[config.mk]
export PLATFORM = sky130hd
export DESIGN_NAME = rcore_top
export DESIGN_NICKNAME = d
export VERILOG_FILES = /design/src/rtl/rcore_pkg.sv /design/src/rtl/rcore_decode.sv /design/src/rtl/rcore_regfile.sv /design/src/rtl/rcore_alu.sv /design/src/rtl/rcore_nextpc.sv /design/src/rtl/rcore_top.sv
export SDC_FILE = /design/constraint.sdc
export NUM_CORES = 2
export LEC_CHECK = 0
export ABC_AREA = 0
export BUFFER_PORTS_ARGS = -buffer_cell sky130_fd_sc_hd__buf_2
export CORE_MARGIN = 8
export CORE_UTILIZATION = 26
export DETAILED_ROUTE_END_ITERATION = 16
export GPL_ROUTABILITY_DRIVEN = 0
export PLACE_DENSITY = 0.44
export RECOVER_POWER = 100
export SETUP_SLACK_MARGIN = 0.02
export SLEW_MARGIN = 20
export SYNTH_ARGS = -nofsm -noshare
export SYNTH_HDL_FRONTEND = slang
export SYNTH_SLANG_ARGS = --single-unit
export TNS_END_PERCENT = 1
[constraint.sdc]
create_clock -name clk -period 8.2 [get_ports clk]
set_input_delay 1.64 -clock clk [delete_from_list [all_inputs] [get_ports clk]]
set_output_delay 1.64 -clock clk [all_outputs]
set_load 0.01 [all_outputs]
[src/rtl/rcore_pkg.sv]
package rcore_pkg;

  localparam int XLEN     = 32;
  localparam int NREG     = 32;
  localparam int RAW      = $clog2(NREG);
  localparam int LINK_REG = NREG - 1;

  // primary opcodes
  localparam logic [5:0] OPC_REG   = 6'd0;
  localparam logic [5:0] OPC_JMP   = 6'd2;
  localparam logic [5:0] OPC_JAL   = 6'd3;
  localparam logic [5:0] OPC_BEQ   = 6'd4;
  localparam logic [5:0] OPC_BNE   = 6'd5;
  localparam logic [5:0] OPC_ADDI  = 6'd9;
  localparam logic [5:0] OPC_ORI   = 6'd13;
  localparam logic [5:0] OPC_UPPER = 6'd15;
  localparam logic [5:0] OPC_LOAD  = 6'd35;
  localparam logic [5:0] OPC_STORE = 6'd43;

  // function codes under OPC_REG
  localparam logic [5:0] FN_SHL  = 6'd0;
  localparam logic [5:0] FN_JREG = 6'd8;
  localparam logic [5:0] FN_ADD  = 6'd33;
  localparam logic [5:0] FN_SUB  = 6'd35;
  localparam logic [5:0] FN_LTU  = 6'd43;

  typedef enum logic [2:0] {
    ALU_ADD, ALU_SUB, ALU_LTU, ALU_SHL, ALU_OR, ALU_PASSB
  } alu_op_e;

  typedef enum logic [1:0] {
    OPB_REG, OPB_SEXT, OPB_ZEXT, OPB_UPPER
  } opb_sel_e;

  typedef enum logic [1:0] {
    DST_RD, DST_RT, DST_LINK
  } dst_sel_e;

  typedef enum logic [1:0] {
    WB_ALU, WB_MEM, WB_LINK
  } wb_sel_e;

  typedef enum logic [2:0] {
    NPC_SEQ, NPC_BEQ, NPC_BNE, NPC_JUMP, NPC_JREG
  } npc_sel_e;

  typedef struct packed {
    logic     rf_we;
    dst_sel_e dst;
    alu_op_e  alu_op;
    opb_sel_e opb;
    logic     mem_we;
    wb_sel_e  wb;
    npc_sel_e npc;
    logic     bad;
  } ctrl_t;

endpackage

[src/rtl/rcore_decode.sv]
module rcore_decode
  import rcore_pkg::*;
(
  input  logic [5:0] opc,
  input  logic [5:0] fn,
  output ctrl_t      ctrl
);

  always_comb begin
    ctrl        = '0;
    ctrl.dst    = DST_RT;
    ctrl.alu_op = ALU_ADD;
    ctrl.opb    = OPB_REG;
    ctrl.wb     = WB_ALU;
    ctrl.npc    = NPC_SEQ;
    unique case (opc)
      OPC_REG: begin
        ctrl.dst = DST_RD;
        unique case (fn)
          FN_ADD:  begin ctrl.rf_we = 1'b1; ctrl.alu_op = ALU_ADD; end
          FN_SUB:  begin ctrl.rf_we = 1'b1; ctrl.alu_op = ALU_SUB; end
          FN_LTU:  begin ctrl.rf_we = 1'b1; ctrl.alu_op = ALU_LTU; end
          FN_SHL:  begin ctrl.rf_we = 1'b1; ctrl.alu_op = ALU_SHL; end
          FN_JREG: ctrl.npc = NPC_JREG;
          default: ctrl.bad = 1'b1;
        endcase
      end
      OPC_ADDI: begin
        ctrl.rf_we = 1'b1; ctrl.opb = OPB_SEXT;
      end
      OPC_ORI: begin
        ctrl.rf_we = 1'b1; ctrl.opb = OPB_ZEXT; ctrl.alu_op = ALU_OR;
      end
      OPC_UPPER: begin
        ctrl.rf_we = 1'b1; ctrl.opb = OPB_UPPER; ctrl.alu_op = ALU_PASSB;
      end
      OPC_LOAD: begin
        ctrl.rf_we = 1'b1; ctrl.opb = OPB_SEXT; ctrl.wb = WB_MEM;
      end
      OPC_STORE: begin
        ctrl.mem_we = 1'b1; ctrl.opb = OPB_SEXT;
      end
      OPC_BEQ:  ctrl.npc = NPC_BEQ;
      OPC_BNE:  ctrl.npc = NPC_BNE;
      OPC_JMP:  ctrl.npc = NPC_JUMP;
      OPC_JAL: begin
        ctrl.npc = NPC_JUMP; ctrl.rf_we = 1'b1;
        ctrl.dst = DST_LINK; ctrl.wb = WB_LINK;
      end
      default: ctrl.bad = 1'b1;
    endcase
  end

endmodule

[src/rtl/rcore_regfile.sv]
module rcore_regfile
  import rcore_pkg::*;
(
  input  logic            clk,
  input  logic [RAW-1:0]  raddr_a,
  output logic [XLEN-1:0] rdata_a,
  input  logic [RAW-1:0]  raddr_b,
  output logic [XLEN-1:0] rdata_b,
  input  logic            we,
  input  logic [RAW-1:0]  waddr,
  input  logic [XLEN-1:0] wdata
);

  // entry 0 has no storage: it is the constant zero
  logic [XLEN-1:0] regs [1:NREG-1];
  logic [NREG-1:1] wen;

  for (genvar g = 1; g < NREG; g++) begin : g_wen
    assign wen[g] = we && (waddr == RAW'(g));
  end

  always_ff @(posedge clk) begin
    for (int i = 1; i < NREG; i++) begin
      if (wen[i]) regs[i] <= wdata;
    end
  end

  assign rdata_a = (raddr_a == '0) ? '0 : regs[raddr_a];
  assign rdata_b = (raddr_b == '0) ? '0 : regs[raddr_b];

endmodule

[src/rtl/rcore_alu.sv]
module rcore_alu
  import rcore_pkg::*;
(
  input  alu_op_e         op,
  input  logic [XLEN-1:0] a,
  input  logic [XLEN-1:0] b,
  input  logic [4:0]      shamt,
  output logic [XLEN-1:0] y
);

  always_comb begin
    unique case (op)
      ALU_ADD:   y = a + b;
      ALU_SUB:   y = a - b;
      ALU_LTU:   y = {{(XLEN-1){1'b0}}, (a < b)};
      ALU_SHL:   y = b << shamt;
      ALU_OR:    y = a | b;
      ALU_PASSB: y = b;
      default:   y = '0;
    endcase
  end

  always_comb begin
    if (op == ALU_LTU) begin
      AST_LTU_IS_BOOL: assert (y[XLEN-1:1] == '0);
    end
  end

endmodule

[src/rtl/rcore_nextpc.sv]
module rcore_nextpc
  import rcore_pkg::*;
(
  input  npc_sel_e        sel,
  input  logic [XLEN-1:0] pc,
  input  logic [XLEN-1:0] rs_val,
  input  logic [XLEN-1:0] rt_val,
  input  logic [15:0]     imm,
  input  logic [25:0]     jidx,
  output logic [XLEN-1:0] pc_plus4,
  output logic [XLEN-1:0] pc_next
);

  logic [XLEN-1:0] br_target;
  logic [XLEN-1:0] jmp_target;
  logic            same;

  assign pc_plus4   = pc + XLEN'(4);
  assign br_target  = pc_plus4 + {{(XLEN-18){imm[15]}}, imm, 2'b00};
  assign jmp_target = {pc_plus4[XLEN-1:28], jidx, 2'b00};
  assign same       = (rs_val == rt_val);

  always_comb begin
    unique case (sel)
      NPC_BEQ:  pc_next = same  ? br_target : pc_plus4;
      NPC_BNE:  pc_next = !same ? br_target : pc_plus4;
      NPC_JUMP: pc_next = jmp_target;
      NPC_JREG: pc_next = rs_val;
      default:  pc_next = pc_plus4;
    endcase
  end

endmodule

[src/rtl/rcore_top.sv]
module rcore_top
  import rcore_pkg::*;
#(
  parameter int IMEM_AW = 10,
  parameter int DMEM_AW = 10
) (
  input  logic               clk,
  input  logic               rst_n,
  output logic [IMEM_AW-1:0] imem_addr,
  input  logic [XLEN-1:0]    imem_data,
  output logic [DMEM_AW-1:0] dmem_addr,
  output logic [XLEN-1:0]    dmem_wdata,
  output logic               dmem_we,
  input  logic [XLEN-1:0]    dmem_rdata,
  output logic               illegal
);

  // reset: asynchronous assert, synchronous release
  logic [1:0] rst_sync_q;
  logic       rst_core_n;

  always_ff @(posedge clk or negedge rst_n) begin
    if (!rst_n) rst_sync_q <= 2'b00;
    else        rst_sync_q <= {rst_sync_q[0], 1'b1};
  end
  assign rst_core_n = rst_sync_q[1];

  // instruction fields
  logic [5:0]      f_op, f_fn;
  logic [RAW-1:0]  f_rs, f_rt, f_rd;
  logic [4:0]      f_sh;
  logic [15:0]     f_imm;
  logic [25:0]     f_jidx;

  assign f_op   = imem_data[31:26];
  assign f_rs   = imem_data[25:21];
  assign f_rt   = imem_data[20:16];
  assign f_rd   = imem_data[15:11];
  assign f_sh   = imem_data[10:6];
  assign f_fn   = imem_data[5:0];
  assign f_imm  = imem_data[15:0];
  assign f_jidx = imem_data[25:0];

  ctrl_t ctrl;

  rcore_decode u_decode (
    .opc  (f_op),
    .fn   (f_fn),
    .ctrl (ctrl)
  );

  // register file
  logic [XLEN-1:0] rs_val, rt_val, rf_wdata;
  logic [RAW-1:0]  rf_waddr;
  logic            rf_we;

  rcore_regfile u_rf (
    .clk     (clk),
    .raddr_a (f_rs),
    .rdata_a (rs_val),
    .raddr_b (f_rt),
    .rdata_b (rt_val),
    .we      (rf_we),
    .waddr   (rf_waddr),
    .wdata   (rf_wdata)
  );

  // operand B and ALU
  logic [XLEN-1:0] simm, opb, alu_y;

  assign simm = {{(XLEN-16){f_imm[15]}}, f_imm};

  always_comb begin
    unique case (ctrl.opb)
      OPB_SEXT:  opb = simm;
      OPB_ZEXT:  opb = {{(XLEN-16){1'b0}}, f_imm};
      OPB_UPPER: opb = {f_imm, {(XLEN-16){1'b0}}};
      default:   opb = rt_val;
    endcase
  end

  rcore_alu u_alu (
    .op    (ctrl.alu_op),
    .a     (rs_val),
    .b     (opb),
    .shamt (f_sh),
    .y     (alu_y)
  );

  // program counter
  logic [XLEN-1:0] pc_q, pc_d, pc_plus4;
  logic            pc_en;

  rcore_nextpc u_npc (
    .sel      (ctrl.npc),
    .pc       (pc_q),
    .rs_val   (rs_val),
    .rt_val   (rt_val),
    .imm      (f_imm),
    .jidx     (f_jidx),
    .pc_plus4 (pc_plus4),
    .pc_next  (pc_d)
  );

  assign pc_en = 1'b1;

  always_ff @(posedge clk or negedge rst_core_n) begin
    if (!rst_core_n)  pc_q <= '0;
    else if (pc_en)   pc_q <= pc_d;
  end

  assign imem_addr = pc_q[IMEM_AW+1:2];

  // write-back
  always_comb begin
    unique case (ctrl.dst)
      DST_RD:   rf_waddr = f_rd;
      DST_LINK: rf_waddr = RAW'(LINK_REG);
      default:  rf_waddr = f_rt;
    endcase
    unique case (ctrl.wb)
      WB_MEM:  rf_wdata = dmem_rdata;
      WB_LINK: rf_wdata = pc_plus4;
      default: rf_wdata = alu_y;
    endcase
  end

  assign rf_we = ctrl.rf_we && rst_core_n;

  // data port
  assign dmem_addr  = alu_y[DMEM_AW+1:2];
  assign dmem_wdata = rt_val;
  assign dmem_we    = ctrl.mem_we && rst_core_n;

  // sticky unsupported-encoding flag
  logic bad_q, bad_d, bad_en;

  assign bad_en = ctrl.bad;
  assign bad_d  = 1'b1;

  always_ff @(posedge clk or negedge rst_core_n) begin
    if (!rst_core_n)  bad_q <= 1'b0;
    else if (bad_en)  bad_q <= bad_d;
  end

  assign illegal = bad_q;

  // checks
  AST_SEQ_PC: assert property (@(posedge clk) disable iff (!rst_core_n)
    (ctrl.npc == NPC_SEQ) |=> (pc_q == $past(pc_q) + 32'd4));

  AST_BRANCH_TAKEN: assert property (@(posedge clk) disable iff (!rst_core_n)
    (ctrl.npc == NPC_BEQ && rs_val == rt_val)
      |=> (pc_q == $past(pc_q) + 32'd4 + {$past(simm[29:0]), 2'b00}));

  AST_LINK_WRITE: assert property (@(posedge clk) disable iff (!rst_core_n)
    (f_op == OPC_JAL) |-> (rf_we && rf_waddr == RAW'(LINK_REG)
                           && rf_wdata == pc_q + 32'd4));

  AST_BAD_NO_WRITE: assert property (@(posedge clk) disable iff (!rst_core_n)
    ctrl.bad |-> (!rf_we && !dmem_we));

  AST_BAD_STICKY: assert property (@(posedge clk) disable iff (!rst_core_n)
    bad_q |=> bad_q);

  AST_BAD_SETS: assert property (@(posedge clk) disable iff (!rst_core_n)
    ctrl.bad |=> bad_q);

endmodule

# Word level (Yosys, flattened, before mapping)

Memories as Yosys holds them, arrays and structs flattened.
Cells that the tools add are included.

Register bits after elaboration: 35
Bits in writable memories: 992
Input bits: 66
Output and inout port bits: 54
Word-level logic and storage cells: 319
Memories: 1

Memory list:

| name      | depth | bits a word | read ports | clocked after Yosys merged registers in | wr ports | RTL line            | RTL |
|---|---|---|---|---|---|---|---|
| u_rf.regs | 31    | 32          | 2          | 0                                       | 1        | rcore_regfile.sv:15 | `logic [XLEN-1:0] regs [1:NREG-1];` |

$add $sub $neg: 4
Order comparisons: 1
Equal/unequal tests: 60
Shift operators: 1
Multiplexer cells: 173
Bitwise operators: 1
Reduce and logical (&&, ||, !) cells: 75

Operator list:

| operator                                             | number |
|---|---|
| two-way mux 32 bit                                   | 34 |
| OR reduction 32 bit                                  | 30 |
| one-hot mux 32 bit (6 select lines)                  | 1 |
| two-way mux 5 bit                                    | 30 |
| one-hot mux 32 bit (4 select lines)                  | 1 |
| one-hot mux 32 bit (3 select lines)                  | 1 |
| two-way mux 1 bit                                    | 95 |
| equality test 5 bit (second input constant)          | 16 |
| adder 32 bit                                         | 2 |
| one-hot mux 32 bit (2 select lines)                  | 1 |
| equality test 5 x 4 -> 1 bit (second input constant) | 8 |
| logical AND 1 bit                                    | 33 |
| adder 32 x 3 -> 32 bit (second input constant)       | 1 |
| equality test 32 bit                                 | 1 |
| less-than comparator 32 bit                          | 1 |
| OR 32 bit                                            | 1 |
| << shifter 32 x 5 -> 32 bit                          | 1 |
| subtractor 32 bit                                    | 1 |
| equality test 6 bit (second input constant)          | 5 |
| equality test 6 x 4 -> 1 bit (second input constant) | 4 |
| equality test 5 x 3 -> 1 bit (second input constant) | 4 |
| equality test 3 x 2 -> 1 bit (second input constant) | 4 |
| equality test 6 x 2 -> 1 bit (second input constant) | 2 |
| equality test 6 x 3 -> 1 bit (second input constant) | 2 |
| other kinds (22)                                     | 36 |

# Longest topological paths before layout

Depth in word-level cells: 39
Gate-level depth with buffers: 24
Gate-level depth less buffers: 19

# Hierarchy

From an unflattened synthesis, not the netlist that was laid out.

Cell total of the unflattened synthesis: 4380
Area total of the unflattened synthesis: 59133.0 um^2

Modules (own cells, without submodules):

| module        | times used | cells an instance | area each (um^2) | seq. area each (um^2) |
|---|---|---|---|---|
| rcore_regfile | 1          | 2613              | 46525.9          | 29788.6 |
| rcore_alu     | 1          | 954               | 6555.0           | 0.0 |
| rcore_nextpc  | 1          | 482               | 3338.2           | 0.0 |
| rcore_top     | 1          | 273               | 2372.3           | 875.8 |
| rcore_decode  | 1          | 58                | 341.6            | 0.0 |

# Worst setup path before layout

Ideal clock, no wire load.

Kind: input-to-reg
Start: in imem_data[16]
End: mem u_rf.regs[10][30] (data pin)
Setup time: 0.392 ns
Arrival: 6.949 ns
Data required time: 7.808 ns
Slack: 0.859 ns
Stages on the path: 20
Buffers on the path: 4
Cells stage by stage: buf_6 buf_6 buf_4 buf_4 mux4_2 a32oi_1 nand4_1 a221oi_1 ha_1 a21o_1 a21o_1 a2111oi_0 nor3_1 or4_1 a31oi_1 o31ai_1 nand2_1 mux2i_1 nor4_1 a31oi_1

Word-level cells in the longest chain between the ends: 36
Elaborated cells between the ends (all ways): 186
Classes of those cells: add/sub: 2; eq/ne: 29; shift: 1; mux: 93; bitwise: 1; reduce/logical: 59; memory: 1

Ends and longest elaborated chain:

| element                                                        | RTL line            | RTL |
|---|---|---|
| from (decl)                                                    | rcore_top.sv:10     | `input logic [XLEN-1:0] imem_data,` |
| memory (31 x 32 bit) / zero test 5 bit (equally long branches) | -                   |  |
| two-way mux 32 bit *                                           | rcore_regfile.sv:29 | `assign rdata_b = (raddr_b == '0) ? '0 : regs[raddr_b];` |
| net dmem_wdata[17]                                             | rcore_top.sv:12     | `output logic [XLEN-1:0] dmem_wdata,` |
| one-hot mux 32 bit (3 select lines) *                          | rcore_top.sv:74     | `unique case (ctrl.opb)` |
| subtractor 32 bit, or another cell as far along                | rcore_alu.sv:14     | `ALU_SUB: y = a - b;` |
| one-hot mux 32 bit (6 select lines) *                          | rcore_alu.sv:12     | `unique case (op)` |
| one-hot mux 32 bit (2 select lines) *                          | rcore_top.sv:121    | `unique case (ctrl.wb)` |
| net rf_wdata[30]                                               | rcore_top.sv:53     | `logic [XLEN-1:0] rs_val, rt_val, rf_wdata;` |
| two-way mux 32 bit (no source line) (29 in a row)              | -                   |  |
| two-way mux 32 bit (no source line) *                          | -                   |  |
| to (decl)                                                      | rcore_regfile.sv:15 |  |

The timed path passes the listed nets; every way through them passes the cells marked *.

# Worst setup path in the final report

Start: in imem_data[29]
End: mem u_rf.regs[19][19] (enable)

Elaborated cells between the ends (all ways): 227
Classes of those cells: eq/ne: 37; mux: 125; reduce/logical: 65

RTL lines:

| element                                                                                      | RTL line            | RTL |
|---|---|---|
| equality test 6 x 2 -> 1 bit / zero test 6 bit (equally long branches)                       | rcore_decode.sv:16  | `unique case (opc)` |
| one-hot mux 2 bit (2 select lines)                                                           | rcore_decode.sv:16  |  |
| equality test 2 bit / zero test 2 bit (equally long branches)                                | rcore_top.sv:116    | `unique case (ctrl.dst)` |
| one-hot mux 5 bit (2 select lines)                                                           | rcore_top.sv:116    |  |
| equality test 5 bit                                                                          | rcore_regfile.sv:19 | `assign wen[g] = we && (waddr == RAW'(g));` |
| logical AND 1 bit *                                                                          | rcore_regfile.sv:19 |  |
| net u_rf.wen (one bit)                                                                       | rcore_regfile.sv:16 | `logic [NREG-1:1] wen;` |
| two-way mux 1 bit *                                                                          | rcore_regfile.sv:24 | `if (wen[i]) regs[i] <= wdata;` |
| two-way mux 1 bit (not written as such) *                                                    | rcore_regfile.sv:24 |  |
| OR reduction 32 bit (no source line)                                                         | -                   |  |
| two-way mux 5 bit (no source line) / two-way mux 1 bit (equally long branches) (13 in a row) | -                   |  |

Marks and branches as above.

==> flow_summary.yaml <==
worst_setup_path:
  arrival_ps: 8540
  crit_fanout: 17
  worst_setup_path_start_kind: "primary input"
  critPathRequiredTime_ps: 8550
  endpoint_kind: "flop"
  reg2regPathDepth: 22
  criticalPathCategory: "in2reg"
pwr:
  leakage_nw: 23.5
  peakVddDrop_mv: 0.175
  p_per_area_nw_per_um2: 239
floorplan:
  die_height_um: 490
  ios: 120
  die_w_um: 490
  core_area_um2: 224000
  start_util: 0.261
  dieArea_um2: 240000
  row_count: 174
drt:
  wl_met3_mm: 23.5
  top_layer_used: "met5"
  drc: 0
  routed-wl-met2_mm: 118
  drt_iter0_drc: 6004
  first_pass_iters: 7
  route.vias.total: 43900
  wirelength_mm: 266
  post_drt_via_cell_ratio: 5.75
  wl_met1_mm: 111
  final_antenna_net_count: 0
  detail_route.wl_per_cell_um: 34.8
global_route:
  grt_pass1_vias: 42300
  grt_pass1_wl_mm: 360
  antenna_found_initial: 19
  grt_max_degree: 53
  track_usage: 0.211
  grt_overflow: 0
logic_synthesis:
  yosysSeqAreaShare: 0.525
  ys.flop_type: "edfxtp_1"
  synth_edf_count: 992
  synth_cell_types: 95
  ys_ff_latch: 1027
  synth_nets: 4373
  synthCells: 4169
  avgSynthCellArea_um2: 14.0
  synthesis.area_um2: 58400
  async_flop_share: 0.0341
  yosys_warnings: 0
placement:
  numPortBuffers: 119
  pre_cts_ws_ps: -166
  dp_hpwl_mm: 184
clock_tree:
  hold_buffers: 0
  clock_latency_ps: 790
  cts_num_sinks: 1027
  numCtsBuffers: 118
  cts_root_buf: "clkbuf_16"
  cts_tree: "yes"
  postCtsSetupRepairBufs: 0
  clk_pin_slew_ps: 50
  h-tree-depth: 3
  clk_path_buf_depth: 3
finish:
  area_growth_pct: 17.3
  drive_above_1_share: 0.259
  layout_common_cells: "edfxtp_1, mux4_2, buf_4, nor2_1, nand2_1"
  layout.nets: 4741
  final_common_cell: "edfxtp_1"
sta:
  clock.fmax_ghz: 0.122
  slew_headroom: -1.56
  rsz0062_at_grt: "false"
  setup_violations: 0
  hold_violations: 0
  tns_ps: 0
  period_share: 0.998
  tightest_slew_ps: 3840
  skew_ps: 83.1
  maxSlewViolCount: 1206
  worst_slack_ps: 15.3
  fin_crit_ps: 8180
worst_hold_path:
  hold_path_depth: 0
  hold_class: "reg2reg"
run_status:
  status: "finished, violations left"
  failed_checks: "max-capacitance violations, max-slew violations"
flow_run:
  maxCapViolations: 54
## cells in the mapped netlist, types with 45 or more instances
| cell type | number | area share |
|---|---|---|
| edfxtp_1 | 992 | 0.51 |
| a21oi_1 | 204 | 0.017 |
| xnor2_1 | 76 | 0.011 |
| o21ai_0 | 121 | 0.010 |
| nor2_1 | 264 | 0.017 |
| a22oi_1 | 67 | 0.0086 |
| buf_2 | 65 | 0.0056 |
| a221oi_1 | 72 | 0.011 |
| nand3_1 | 66 | 0.0057 |
| a211oi_1 | 66 | 0.0085 |
| ha_1 | 135 | 0.029 |
| nand2_1 | 214 | 0.014 |
| mux2i_1 | 206 | 0.035 |
| o22ai_1 | 45 | 0.0048 |
| clkbuf_1 | 158 | 0.010 |
| inv_1 | 132 | 0.0085 |
| mux4_2 | 430 | 0.17 |
## where the power goes
| part | total, mW | internal (mW) | switching (mW) |
|---|---|---|---|
| Clock | 5.24 | 2.94 | 2.30 |
| Combinational | 4.45 | 1.38 | 3.07 |
| Sequential | 6.66 | 6.59 | 0.0706 |
## area by class of cell
type / count / area (um2)
antenna: 7 / 17.5
fill: 22400 / 155000
tap: 2992 / 3740
multi-input combinational: 2688 / 25700
sequential: 1027 / 30700
clock buffer: 144 / 3060
timing repair buffer: 565 / 4080
clock inverter: 75 / 716
inverter: 137 / 514
## cells by family after synthesis
| family | share of synthesized area |
|---|---|
| AO/OA/AOI/OAI | 0.117 |
| flip-flops | 0.525 |
| adder cells (fa/ha/maj) | 0.0299 |
| XOR/XNOR | 0.0163 |
| AND/OR/NAND/NOR | 0.0642 |
| multiplexers | 0.209 |
| buffers and inverters | 0.0380 |
| other | 0.0000642 |
## critical path, stage by stage
cell	delay (ps)
buf_2	100
clkbuf_1	260
nor4_1	740
nand2_1	500
or2_2	480
a21oi_1	240
o21bai_1	240
and3_1	340
nand3_1	200
nor2_1	2540
clkbuf_2	1210
## registers in the layout, summed over array words and instances (netlist names)
name,flops
pc_q,32
rst_sync_q,2
illegal,1
u_rf.regs,992
## through the flow
step           instances  hold WS (ps)  cell area, um2  power, mW  utilization
2_1_floorplan       4169           331           58400       9.11            -
3_3_place_gp        7405           340           65600       11.3        0.293
3_5_place_dp        7408           347           65700       11.3        0.293
4_1_cts             7627           323           69500       16.6        0.310
5_1_grt             7628           386           68500       16.9        0.306
6_report            7635           372           68500       16.4        0.306
## metal layers
layer,vias to the layer above,global-route usage
met3,517,0.0359
met5,-,0
met2,2574,0.327
li1,17600,-
met1,23100,0.294
met4,10,0.0836
## timing repair
action,4_1_cts,5_1_grt
gates resized for setup,1,13
cloned,0,1
endpoints found under the setup margin,1,4
## path summary, 6_finish.rpt
check / slack (ps) / end / start
worst min-delay path: 370 / rst_sync_q[1] / rst_sync_q[0]
worst min register to register: 370 / rst_sync_q[1] / rst_sync_q[0]
worst max register to register: 1380 / u_rf.regs[20][10] / u_rf.regs[26][0]
worst max-delay path: 20 / u_rf.regs[19][19] / imem_data[29]
max in group asynchronous: 5940 / pc_q[30] / rst_sync_q[1]
min in group asynchronous: 710 / rst_sync_q[0] / rst_n
Power figures use the tool's default switching activity.
